### src/rtl/rlc_pkg.sv
`timescale 1ns/1ps
package rlc_pkg;
  typedef enum logic [2:0] {
    S_IDLE, S_HDESC, S_HCOPY, S_HPOST, S_PARK, S_BDESC, S_BCOPY, S_BPOST
  } rlc_state_e;
  localparam int unsigned OWN_POS  = 15;
  localparam int unsigned MORE_POS = 0;
endpackage

### src/rtl/rlc_host_bits.sv
`timescale 1ns/1ps
module rlc_host_bits (
  input  logic clk,
  input  logic rst_n,
  input  logic arm_set,
  input  logic arm_clr,
  input  logic skip_set,
  input  logic skip_clr,
  output logic arm,
  output logic skip
);
  // a host set in the same cycle as an engine clear wins
  always_ff @(posedge clk) begin
    if (!rst_n) begin
      arm  <= 1'b0;
      skip <= 1'b0;
    end else begin
      if (arm_set)       arm <= 1'b1;
      else if (arm_clr)  arm <= 1'b0;
      if (skip_set)      skip <= 1'b1;
      else if (skip_clr) skip <= 1'b0;
    end
  end
endmodule

### src/rtl/rlc_copy_cnt.sv
`timescale 1ns/1ps
module rlc_copy_cnt #(
  parameter int LEN_W = 16
) (
  input  logic             clk,
  input  logic             rst_n,
  input  logic             clear,
  input  logic             beat,
  input  logic             new_frame,
  input  logic             active,
  input  logic [LEN_W-1:0] frm_len,
  input  logic [LEN_W-1:0] thresh,
  output logic [LEN_W-2:0] beat_cnt,
  output logic             early_pulse,
  output logic             thr_hit
);
  localparam int CNT_W = LEN_W - 1;

  logic [CNT_W-1:0] cnt_inc;
  logic [LEN_W:0]   done_b, next_b, len_x, thr_x, done_clip, next_clip;
  logic             er_done;

  assign cnt_inc   = beat_cnt + 1'b1;
  assign done_b    = {beat_cnt, 2'b00};
  assign next_b    = {cnt_inc, 2'b00};
  assign len_x     = {1'b0, frm_len};
  assign thr_x     = {1'b0, thresh};
  assign done_clip = (done_b > len_x) ? len_x : done_b;
  assign next_clip = (next_b > len_x) ? len_x : next_b;

  assign early_pulse = beat && !er_done && (next_clip >= thr_x);
  assign thr_hit     = active && (done_clip >= thr_x);

  always_ff @(posedge clk) begin
    if (!rst_n) begin
      beat_cnt <= '0;
      er_done  <= 1'b0;
    end else begin
      if (clear)     beat_cnt <= '0;
      else if (beat) beat_cnt <= cnt_inc;
      if (new_frame)        er_done <= 1'b0;
      else if (early_pulse) er_done <= 1'b1;
    end
  end
endmodule

### src/rtl/rlc_ctrl.sv
`timescale 1ns/1ps
module rlc_ctrl
  import rlc_pkg::*;
#(
  parameter int LEN_W = 16,
  parameter int HDR_W = 8,
  parameter int IDX_W = 3
) (
  input  logic              clk,
  input  logic              rst_n,
  input  logic              arm,
  input  logic              skip,
  input  logic              frm_valid,
  input  logic [LEN_W-1:0]  frm_len,
  input  logic [HDR_W-1:0]  hdr_dw,
  input  logic [LEN_W+15:0] desc_rdata,
  input  logic              wr_ready,
  input  logic [LEN_W-2:0]  beat_cnt,
  output logic              desc_rd,
  output logic              desc_we,
  output logic [IDX_W-1:0]  desc_idx,
  output logic [LEN_W+15:0] desc_wdata,
  output logic              wr_valid,
  output logic              wr_last,
  output logic              frm_ready,
  output logic              arm_clr,
  output logic              skip_clr,
  output logic              dry_pulse,
  output logic              cnt_clear,
  output logic              new_frame,
  output logic              beat
);
  localparam int CNT_W = LEN_W - 1;

  rlc_state_e       state, nxt;
  logic [LEN_W:0]   len_pad;
  logic [CNT_W-1:0] fdw, hdr_eff, hb, target;
  logic             fits, owned, more, adv;
  logic             unused_rd;

  assign len_pad   = {1'b0, frm_len} + (LEN_W+1)'(3);
  assign fdw       = len_pad[LEN_W:2];
  assign hdr_eff   = (hdr_dw == '0) ? CNT_W'(1) : CNT_W'(hdr_dw);
  assign fits      = (fdw <= hdr_eff);
  assign hb        = fits ? fdw : hdr_eff;
  assign target    = (state == S_BCOPY) ? fdw : hb;
  assign owned     = desc_rdata[OWN_POS];
  assign unused_rd = ^{desc_rdata[LEN_W+15:OWN_POS+1], desc_rdata[OWN_POS-1:0]};

  assign wr_valid  = (state == S_HCOPY) || (state == S_BCOPY);
  assign beat      = wr_valid && wr_ready;
  assign wr_last   = ((beat_cnt + 1'b1) == target);
  assign desc_rd   = ((state == S_HDESC) || (state == S_BDESC)) && arm;
  assign cnt_clear = desc_rd;
  assign new_frame = (state == S_IDLE) && frm_valid;
  assign more      = (state == S_HPOST) && !fits;
  assign desc_wdata = {frm_len, 15'd0, more};

  always_comb begin
    nxt       = state;
    desc_we   = 1'b0;
    frm_ready = 1'b0;
    arm_clr   = 1'b0;
    skip_clr  = 1'b0;
    dry_pulse = 1'b0;
    adv       = 1'b0;
    case (state)
      S_IDLE:  if (frm_valid) nxt = S_HDESC;
      S_HDESC: if (arm) begin
        skip_clr = 1'b1;
        if (owned) nxt = S_HCOPY;
        else begin dry_pulse = 1'b1; arm_clr = 1'b1; end
      end
      S_HCOPY: if (beat && wr_last) nxt = S_HPOST;
      S_HPOST: begin
        desc_we = 1'b1; arm_clr = 1'b1; adv = 1'b1;
        if (fits) begin frm_ready = 1'b1; nxt = S_IDLE; end
        else nxt = S_PARK;
      end
      S_PARK:  if (arm) nxt = S_BDESC;
      S_BDESC: if (arm) begin
        skip_clr = 1'b1;
        if (skip) begin frm_ready = 1'b1; nxt = S_IDLE; end
        else if (owned) nxt = S_BCOPY;
        else begin dry_pulse = 1'b1; arm_clr = 1'b1; end
      end
      S_BCOPY: if (beat && wr_last) nxt = S_BPOST;
      S_BPOST: begin
        desc_we = 1'b1; arm_clr = 1'b1; adv = 1'b1; frm_ready = 1'b1;
        nxt = S_IDLE;
      end
      default: nxt = S_IDLE;
    endcase
  end

  always_ff @(posedge clk) begin
    if (!rst_n) begin
      state    <= S_IDLE;
      desc_idx <= '0;
    end else begin
      state <= nxt;
      if (adv) desc_idx <= desc_idx + 1'b1;
    end
  end

  AST_COPY_NEEDS_ARM: assert property (@(posedge clk) disable iff (!rst_n)
    wr_valid |-> arm);
  AST_STALL_HOLDS: assert property (@(posedge clk) disable iff (!rst_n)
    wr_valid && !wr_ready |=> wr_valid && $stable(beat_cnt));
  AST_POST_SINGLE: assert property (@(posedge clk) disable iff (!rst_n)
    desc_we |=> !desc_we);
endmodule

### src/rtl/rlc_lookahead.sv
`timescale 1ns/1ps
module rlc_lookahead #(
  parameter int LEN_W = 16,
  parameter int HDR_W = 8,
  parameter int IDX_W = 3,
  parameter int DW    = 32
) (
  input  logic              clk,
  input  logic              rst_n,
  input  logic              host_arm_set,
  input  logic              host_skip_set,
  input  logic [HDR_W-1:0]  cfg_hdr_dw,
  input  logic [LEN_W-1:0]  cfg_thresh,
  output logic              arm_o,
  output logic              skip_o,
  input  logic              frm_valid,
  input  logic [LEN_W-1:0]  frm_len,
  output logic              frm_ready,
  output logic [LEN_W-3:0]  buf_addr,
  input  logic [DW-1:0]     buf_data,
  output logic              wr_valid,
  input  logic              wr_ready,
  output logic [DW-1:0]     wr_data,
  output logic              wr_last,
  output logic [IDX_W+1:0]  desc_addr,
  output logic              desc_rd,
  input  logic [LEN_W+15:0] desc_rdata,
  output logic              desc_we,
  output logic [LEN_W+15:0] desc_wdata,
  output logic              early_rx,
  output logic              thr_sts,
  output logic              ring_dry
);
  localparam int CNT_W = LEN_W - 1;

  logic             arm_clr, skip_clr, cnt_clear, new_frame, beat;
  logic [IDX_W-1:0] desc_idx;
  logic [CNT_W-1:0] beat_cnt;
  logic             unused_cnt;

  rlc_host_bits u_bits (
    .clk(clk), .rst_n(rst_n),
    .arm_set(host_arm_set), .arm_clr(arm_clr),
    .skip_set(host_skip_set), .skip_clr(skip_clr),
    .arm(arm_o), .skip(skip_o)
  );

  rlc_copy_cnt #(.LEN_W(LEN_W)) u_cnt (
    .clk(clk), .rst_n(rst_n), .clear(cnt_clear), .beat(beat),
    .new_frame(new_frame), .active(wr_valid), .frm_len(frm_len),
    .thresh(cfg_thresh), .beat_cnt(beat_cnt),
    .early_pulse(early_rx), .thr_hit(thr_sts)
  );

  rlc_ctrl #(.LEN_W(LEN_W), .HDR_W(HDR_W), .IDX_W(IDX_W)) u_ctrl (
    .clk(clk), .rst_n(rst_n), .arm(arm_o), .skip(skip_o),
    .frm_valid(frm_valid), .frm_len(frm_len), .hdr_dw(cfg_hdr_dw),
    .desc_rdata(desc_rdata), .wr_ready(wr_ready), .beat_cnt(beat_cnt),
    .desc_rd(desc_rd), .desc_we(desc_we), .desc_idx(desc_idx),
    .desc_wdata(desc_wdata), .wr_valid(wr_valid), .wr_last(wr_last),
    .frm_ready(frm_ready), .arm_clr(arm_clr), .skip_clr(skip_clr),
    .dry_pulse(ring_dry), .cnt_clear(cnt_clear), .new_frame(new_frame),
    .beat(beat)
  );

  assign buf_addr   = beat_cnt[CNT_W-2:0];
  assign unused_cnt = beat_cnt[CNT_W-1];
  assign wr_data    = buf_data;
  assign desc_addr  = {desc_idx, 2'b00};

  AST_POST_DISARMS: assert property (@(posedge clk) disable iff (!rst_n)
    desc_we && !host_arm_set |=> !arm_o);
  AST_DRY_DISARMS: assert property (@(posedge clk) disable iff (!rst_n)
    ring_dry && !host_arm_set |=> !arm_o && !wr_valid);
  AST_RELEASE_VALID: assert property (@(posedge clk) disable iff (!rst_n)
    frm_ready |-> frm_valid);
  AST_THR_IN_COPY: assert property (@(posedge clk) disable iff (!rst_n)
    thr_sts |-> wr_valid);
  AST_EARLY_ON_BEAT: assert property (@(posedge clk) disable iff (!rst_n)
    early_rx |-> wr_valid && wr_ready);
endmodule

### config.mk
export PLATFORM = sky130hd
export DESIGN_NAME = rlc_lookahead
export DESIGN_NICKNAME = d
export VERILOG_FILES = /design/src/rtl/rlc_pkg.sv /design/src/rtl/rlc_host_bits.sv /design/src/rtl/rlc_copy_cnt.sv /design/src/rtl/rlc_ctrl.sv /design/src/rtl/rlc_lookahead.sv
export SDC_FILE = /design/constraint.sdc
export NUM_CORES = 1
export LEC_CHECK = 0
export BUFFER_PORTS_ARGS = -buffer_cell sky130_fd_sc_hd__buf_2
export CORE_MARGIN = 5
export CORE_UTILIZATION = 30
export CTS_CLUSTER_SIZE = 25
export DETAILED_ROUTE_END_ITERATION = 16
export PLACE_DENSITY = 0.64
export SETUP_SLACK_MARGIN = 0.1
export SLEW_MARGIN = 20
export SYNTH_ARGS = -nofsm -noshare
export SYNTH_HDL_FRONTEND = slang
export SYNTH_SLANG_ARGS = --single-unit
export TNS_END_PERCENT = 1
### constraint.sdc
create_clock -name clk -period 4.5 [get_ports clk]
set_input_delay 0.225 -clock clk [delete_from_list [all_inputs] [get_ports clk]]
set_output_delay 0.225 -clock clk [all_outputs]
set_load 0.01 [all_outputs]
==> results of run 1 <==
-- timing repair --
action                     4_1_cts  5_1_grt
setup endpoints to repair        4        4
pin swaps                        8        8
gates resized for setup         28       10
buffers inserted                 3        2
-- cell type report --
class                      instances  area (um^2)  area share
inverter                          49          184      0.0302
clock inverter                     1         30.0     0.00494
multi-input combinational        503         3950       0.649
tap                              220          275      0.0452
clock buffer                       3         75.1      0.0123
timing repair buffer             173         1090       0.178
sequential                        24          485      0.0798
-- per-layer routing --
metal | wire (um) | track usage | vias up
li1 | - | - | 2456
met1 | 7210 | 0.213 | 2357
met2 | 7140 | 0.253 | 179
met3 | 949 | 0.0182 | 29
met4 | 332 | 0.0427 | 0
met5 | 0 | 0 | -
-- worst max-delay path by stage --
stage,slack (ns),cells after the start,end
after global placement,-0.25,25,early_rx
after detailed placement,-0.36,25,early_rx
after CTS,-0.40,27,early_rx
after floorplan,0.09,23,thr_sts
final,-0.40,25,early_rx
after global routing,-0.69,25,early_rx
-- cell usage in the layout, fill, tap and decap left out, drive strengths merged, types with 10 or more instances in the layout --
master / count
nor2b: 10
a21oi: 23
mux2: 26
ha: 70
nand4: 24
o21a: 17
buf: 173
xor2: 15
nor4: 11
inv: 49
o21ai: 23
nand2: 42
conb: 17
nand3: 23
dfxtp: 24
nor3: 11
xnor2: 39
nor2: 45
and3: 10
-- power groups by stage --
stage	Sequential (mW)	Combinational (mW)	Clock (mW)
after global routing	0.239	0.403	0.276
after CTS	0.237	0.358	0.267
final	0.237	0.362	0.265
after detailed placement	0.241	0.349	0
after floorplan	0.240	0.272	0
after global placement	0.241	0.343	0
-- state kept, by name, summed over array words and instances (netlist names) --
name             flops
u_bits.skip          1
u_ctrl.desc_idx      3
u_cnt.er_done        1
u_cnt.beat_cnt      15
u_bits.arm           1
u_ctrl.state         3
-- through the flow --
| stage | setup TNS [ns] | instance area (um^2) |
|---|---|---|
| after floorplan | 0 | 5150 |
| after global placement | -0.567 | 5760 |
| after detailed placement | -0.814 | 5760 |
| after CTS | -0.779 | 6010 |
| after global routing | -1.44 | 6080 |
| final | -0.770 | 6080 |
-- cells by family (layout without fill, tap and decap cells) --
logic type	after synthesis	count (layout)
adders and majority gates	70	70
muxes	34	34
DFF	24	24
xor gates and xnor gates	54	54
buffers and inverters	153	226
and+or+nand+nor	212	212
other	1	17
AOI/OAI and AO/OA	116	116
==> qor.txt, run 1 <==
Violations in the final reports: negative setup slack
Total track usage: 0.154
Synth Instances: 664
Hold WS: 0.167 ns
Utilization of the core after routing: 0.368
Post-detailed-route wirelength per cell: 16.1 um
Area of the die: 0.0194 mm^2
Most frequent cells after synthesis: buf_4 (80), ha_1 (70), inv_1 (49), nor2_1 (45), nand2_1 (42)
Number of fill cells in the layout: 1,702
Fraction of synthesized cell area taken by the top area cell type: 0.174
Synth Area in Adders: 0.174
Final antenna-violating net count: 0
Detailed-router iteration count before antenna repair: 5
Fraction of final layout cells sized beyond drive strength 1: 0.331
Maximum clock path buffer count: 2
Kind of cell adding the most delay to the critical path: simple AND/OR/NAND/NOR gates
Netlist area before placement: 0.00502 mm^2
Worst min-delay path class: in -> reg
Fraction of synthesized area in multiplexers: 0.0750
Count of endpoints failing hold in the final timing report: 0
Logic pwr share: 0.418
Proportion of synthesized chip area in sequential cells: 0.0957
Number of global-route vias before repair: 4,752
Area share of and/or/nand/nor cells after synthesis: 0.223
Nature of the critical path startpoint: register
Hold buffers post-CTS: 0
Switching share of total power: 0.365
Num rows: 47
Unrepaired setup endpoints after global routing: true
Highest-delay cell along the critical path: dfxtp_2
Leak Pwr: 3.00 nW
Via count: 5,021
Clk_lat worst skew: 0.27 ns
Asr flop ratio synth: 0
Max Cap Viol: 0
Number of antenna violations at the first check in global routing: 0
Required time at the worst-slack endpoint: 4.28 ns
Area growth from synthesis to layout: 21.2%
Number of endpoints failing setup at the final stage: 2
Cell with the most instances after synthesis: buf_4
Count of clock tree sinks: 24
Clock tree skew after final layout: 0.00437 ns
Largest cells by area after synthesis: ha_1 (17%), buf_4 (12%), dfxtp_1 (9.6%)
Capture point of the worst reg-to-reg path: u_cnt.er_done
Slowest stage delay, CP: 0.35 ns
Area of the core: 0.0165 mm^2
Critical setup path kind: reg -> out
Clk pwr share: 0.307
Number of warning messages in the yosys log: 0
Reg power frac: 0.275
FF-to-FF Start: u_cnt.beat_cnt[1]
Worst min-delay path startpoint: host_arm_set
Average size of a mapped cell: 7.56 um^2
Number of unique standard cell types used by synthesis: 64
Combinational family with the most area after synthesis: simple AND/OR/NAND/NOR gates
Chip Width: 139 um
Relative slew margins: 0.493
Final-stage net count: 934
Estimated wirelength of the detail-placed design: 13,200 um
Final slew viol count: 0
TritonCTS clock tree: built
First-pass GRT wire length: 24,600 um
Pin count of the biggest net entering global routing: 16
Number of diodes: 0
Combined buffer and inverter count along the critical path: 4
Worst Hold Path Cells: 2
R2r setup slk: 0.12 ns
Iter 0 DRT Violations: 371
Tightest Pin Transition: 0.752 ns
I/O Buffers: 90
Clock H-tree levels: 1
Setup WS post-layout: -0.395 ns
Maximum vdd drop: 0.000150 V
Overflow left after global routing: 0
Synthesized flop and latch total: 24
Compound-gate portion of the synthesized area: 0.161
Via/cell ratio: 5.16
Root buf cell: clkbuf_16
DR DRC count: 0
End of the worst hold path: u_bits.arm
Data arrival time of the worst path: 4.67 ns
Starting density of the core: 0.304
Timing-limited maximum frequency: 204 MHz
Fraction of the cycle the final worst path needs: 1.09
Kind of end point of the critical path: output pin
Xor/xnor share of the synthesized area: 0.0942
Power Total: 864 uW
Run status: finished with violations
DP Cell Count: 964
Internal power component: 548 uW
Detailed Route WL: 15,600 um
Register clock-pin slew on the reported worst setup and hold paths: 0.07 ns
Crit. Startpoint: u_cnt.beat_cnt[1]
Ports: 203
Final worst path period need: 4.90 ns
Post-Layout Cell Count: 973
Depth of the worst register-to-register path: 23
Main synth FF type: dfxtp_1
Number of enable flip-flop cells after synthesis: 0
Library cell with the largest summed area after synthesis: ha_1
RePlAce Congestion: 0.883
Power density over cell area: 142 mW/mm^2
Number of CTS-inserted buffers: 3
Height of the die: 139 um
Placement Setup Slack: -0.361 ns
Biggest fanout along the worst timing path: 13
Net switching power: 316 uW
Note: power is estimated with default switching activity, not from simulation.
==> inputs of run 2 (changes only) <==
--- a/config.mk
+++ b/config.mk
@@ -7,10 +7,10 @@
 export LEC_CHECK = 0
 export BUFFER_PORTS_ARGS = -buffer_cell sky130_fd_sc_hd__buf_2
 export CORE_MARGIN = 5
-export CORE_UTILIZATION = 30
+export CORE_UTILIZATION = 44
 export CTS_CLUSTER_SIZE = 25
 export DETAILED_ROUTE_END_ITERATION = 16
-export PLACE_DENSITY = 0.64
+export PLACE_DENSITY = 0.85
 export SETUP_SLACK_MARGIN = 0.1
 export SLEW_MARGIN = 20
 export SYNTH_ARGS = -nofsm -noshare
==> run 2 against run 1 <==
Net effect:
- the flow still finishes with violations (negative setup slack)
- non-clock buffer count fell by 3
- fmax fell by 3.2%
- final area fell by 1.1%
- count of clock-buffer cells in the layout did not move
- critical endpoint unchanged
==> qor.txt, run 2 (synthesis results as in run 1) <==
Violations in the final reports: negative setup slack (unchanged)
Unrepaired setup endpoints after global routing: true (unchanged)
FF-to-FF Start: u_cnt.beat_cnt[4] (was u_cnt.beat_cnt[1])
Number of global-route vias before repair: 5,180 (was 4,752)
Placement Setup Slack: -0.277 ns (was -0.361 ns)
Crit. Startpoint: u_cnt.beat_cnt[4] (was u_cnt.beat_cnt[1])
Final-stage net count: 931 (was 934)
Maximum vdd drop: 0.000129 V (was 0.000150 V)
Clk_lat worst skew: 0.27 ns (about the same)
Biggest fanout along the worst timing path: 6 (was 13)
Largest register by flop count: u_cnt.beat_cnt (unchanged)
Register clock-pin slew on the reported worst setup and hold paths: 0.08 ns (was 0.07 ns)
Data arrival time of the worst path: 4.83 ns (was 4.67 ns)
Starting density of the core: 0.444 (was 0.304)
Number of fill cells in the layout: 1,025 (was 1,702)
Height of the die: 117 um (was 139 um)
Required time at the worst-slack endpoint: 4.28 ns (about the same)
Number of CTS-inserted buffers: 3 (unchanged)
Kind of end point of the critical path: output pin (unchanged)
Post-detailed-route wirelength per cell: 17.9 um (was 16.1 um)
Critical setup path kind: reg -> out (unchanged)
Final worst path period need: 5.05 ns (was 4.90 ns)
Estimated wirelength of the detail-placed design: 12,500 um (was 13,200 um)
Commonest non-fill, non-tap cells in the layout: buf_2 (89), buf_4 (74), ha_1 (65) (was buf_2 (90), buf_4 (82), ha_1 (66))
Iter 0 DRT Violations: 485 (was 371)
TritonCTS clock tree: built (unchanged)
Run status: finished with violations (unchanged)
Area of the die: 0.0136 mm^2 (was 0.0194 mm^2)
Power Total: 879 uW (was 864 uW)
RePlAce Congestion: 0.969 (was 0.883)
I/O Buffers: 90 (unchanged)
Utilization of the core after routing: 0.532 (was 0.368)
Setup WS post-layout: -0.555 ns (was -0.395 ns)
Post-Layout Cell Count: 894 (was 973)
Fraction of the cycle the final worst path needs: 1.12 (was 1.09)
Via/cell ratio: 5.81 (was 5.16)
R2r setup slk: -0.13 ns (was 0.12 ns)
Worst Hold Path Cells: 2 (unchanged)
Combined area of the multi-input logic cells: 0.00397 mm^2 (was 0.00395 mm^2)
Tightest Pin Transition: 0.824 ns (was 0.752 ns)
Leak Pwr: 3.00 nW (about the same)
Final antenna-violating net count: 0 (unchanged)
Area growth from synthesis to layout: 19.9% (was 21.2%)
Clock H-tree levels: 1 (unchanged)
Max Cap Viol: 0 (unchanged)
Relative slew margins: 0.450 (was 0.493)
DP Cell Count: 880 (was 964)
Power density over cell area: 146 mW/mm^2 (was 142 mW/mm^2)
Detailed-router iteration count before antenna repair: 5 (unchanged)
Pin count of the biggest net entering global routing: 16 (unchanged)
Registers with the most flip-flops: u_cnt.beat_cnt (15), u_ctrl.desc_idx (3), u_ctrl.state (3) (unchanged)
Chip Width: 117 um (was 139 um)
Max reg flops: 15 (unchanged)
Root buf cell: clkbuf_16 (unchanged)
Capture point of the worst reg-to-reg path: u_cnt.er_done (unchanged)
Clock tree skew after final layout: 0.00647 ns (was 0.00437 ns)
Timing-limited maximum frequency: 198 MHz (was 204 MHz)
Count of clock tree sinks: 24 (unchanged)
Number of antenna violations at the first check in global routing: 1 (was 0)
Depth of the worst register-to-register path: 20 (was 23)
Worst min-delay path class: in -> reg (unchanged)
First-pass GRT wire length: 25,000 um (was 24,600 um)
Via count: 5,195 (was 5,021)
Overflow left after global routing: 0 (unchanged)
Number of endpoints failing setup at the final stage: 3 (was 2)
Count of endpoints failing hold in the final timing report: 0 (unchanged)
Commonest non-fill, non-tap cell in the layout: buf_2 (unchanged)
Detailed Route WL: 16,000 um (was 15,600 um)
Num rows: 39 (was 47)
Worst Setup EP: early_rx (unchanged)
DR DRC count: 0 (unchanged)
Fraction of final layout cells sized beyond drive strength 1: 0.329 (was 0.331)
Nature of the critical path startpoint: register (unchanged)
Sequential cell area: 488 um^2 (was 485 um^2)
Total track usage: 0.229 (was 0.154)
Hold buffers post-CTS: 0 (unchanged)
Final slew viol count: 0 (unchanged)
Maximum clock path buffer count: 2 (unchanged)
Area of the core: 0.0113 mm^2 (was 0.0165 mm^2)
Ports: 203 (unchanged)
## run 2: worst min path at each step
stage	start	end	slack, ns
global placement	host_arm_set	u_bits.arm	0.44
finish	host_arm_set	u_bits.arm	0.17
global route	host_arm_set	u_bits.arm	0.17
floorplan	host_arm_set	u_bits.arm	0.35
CTS	host_arm_set	u_bits.arm	0.17
detailed placement	host_arm_set	u_bits.arm	0.45
## run 2: critical path, cell delays in order, from the launching register on
cell       delay (ns)
dfxtp_1          0.36
nand2_1          0.22
buf_4            0.23
nor4_2           0.29
xor2_1           0.29
ha_1             0.32
and4_1           0.23
nand3_1          0.12
nor4_2           0.07
o31a_1           0.30
nand2_2          0.11
buf_6            0.15
mux2_2           0.34
ha_1             0.34
a2111oi_4        0.32
nand2_1          0.13
buf_4            0.15
nor2_1           0.13
a21oi_2          0.07
buf_4            0.15
nor2b_4          0.12
buf_6            0.11
## run 2: metal layers
| metal | share of wire | GRT usage | up-vias |
|---|---|---|---|
| li1 | - | - | 2449 |
| met1 | 0.41 | 0.283 | 2381 |
| met5 | 0 | 0 | - |
| met2 | 0.47 | 0.387 | 297 |
| met4 | 0.043 | 0.106 | 0 |
| met3 | 0.084 | 0.0401 | 68 |
## run 2: final cells by class
| class | count | area share |
|---|---|---|
| clock inverter | 1 | 0.00499 |
| clock buffer | 3 | 0.0125 |
| timing repair buffer | 170 | 0.181 |
| inverter | 49 | 0.0306 |
| antenna | 1 | 0.000416 |
| multi-input combinational | 503 | 0.660 |
| tap | 143 | 0.0297 |
| sequential | 24 | 0.0811 |
## run 2: power by group
| part | internal (mW) | switching [mW] |
|---|---|---|
| registers | 0.223 | 0.0138 |
| logic | 0.156 | 0.215 |
| clock network | 0.178 | 0.0947 |
| total | 0.556 | 0.323 |
## run 2: stage by stage
step / hold slack (ns) / instance area (um^2) / TNS [ns]
6_report: 0.173 / 6020 / -0.940
5_1_grt: 0.173 / 6020 / -1.55
4_1_cts: 0.170 / 5950 / -0.763
3_5_place_dp: 0.448 / 5600 / -0.749
3_3_place_gp: 0.438 / 5600 / -0.339
2_1_floorplan: 0.349 / 5150 / 0
## run 2: repair_timing
item,in CTS,in global routing
endpoints found under the setup margin,4,4
gates resized for setup,39,10
pin swaps,22,9
buffers inserted,8,0
gates cloned,1,0
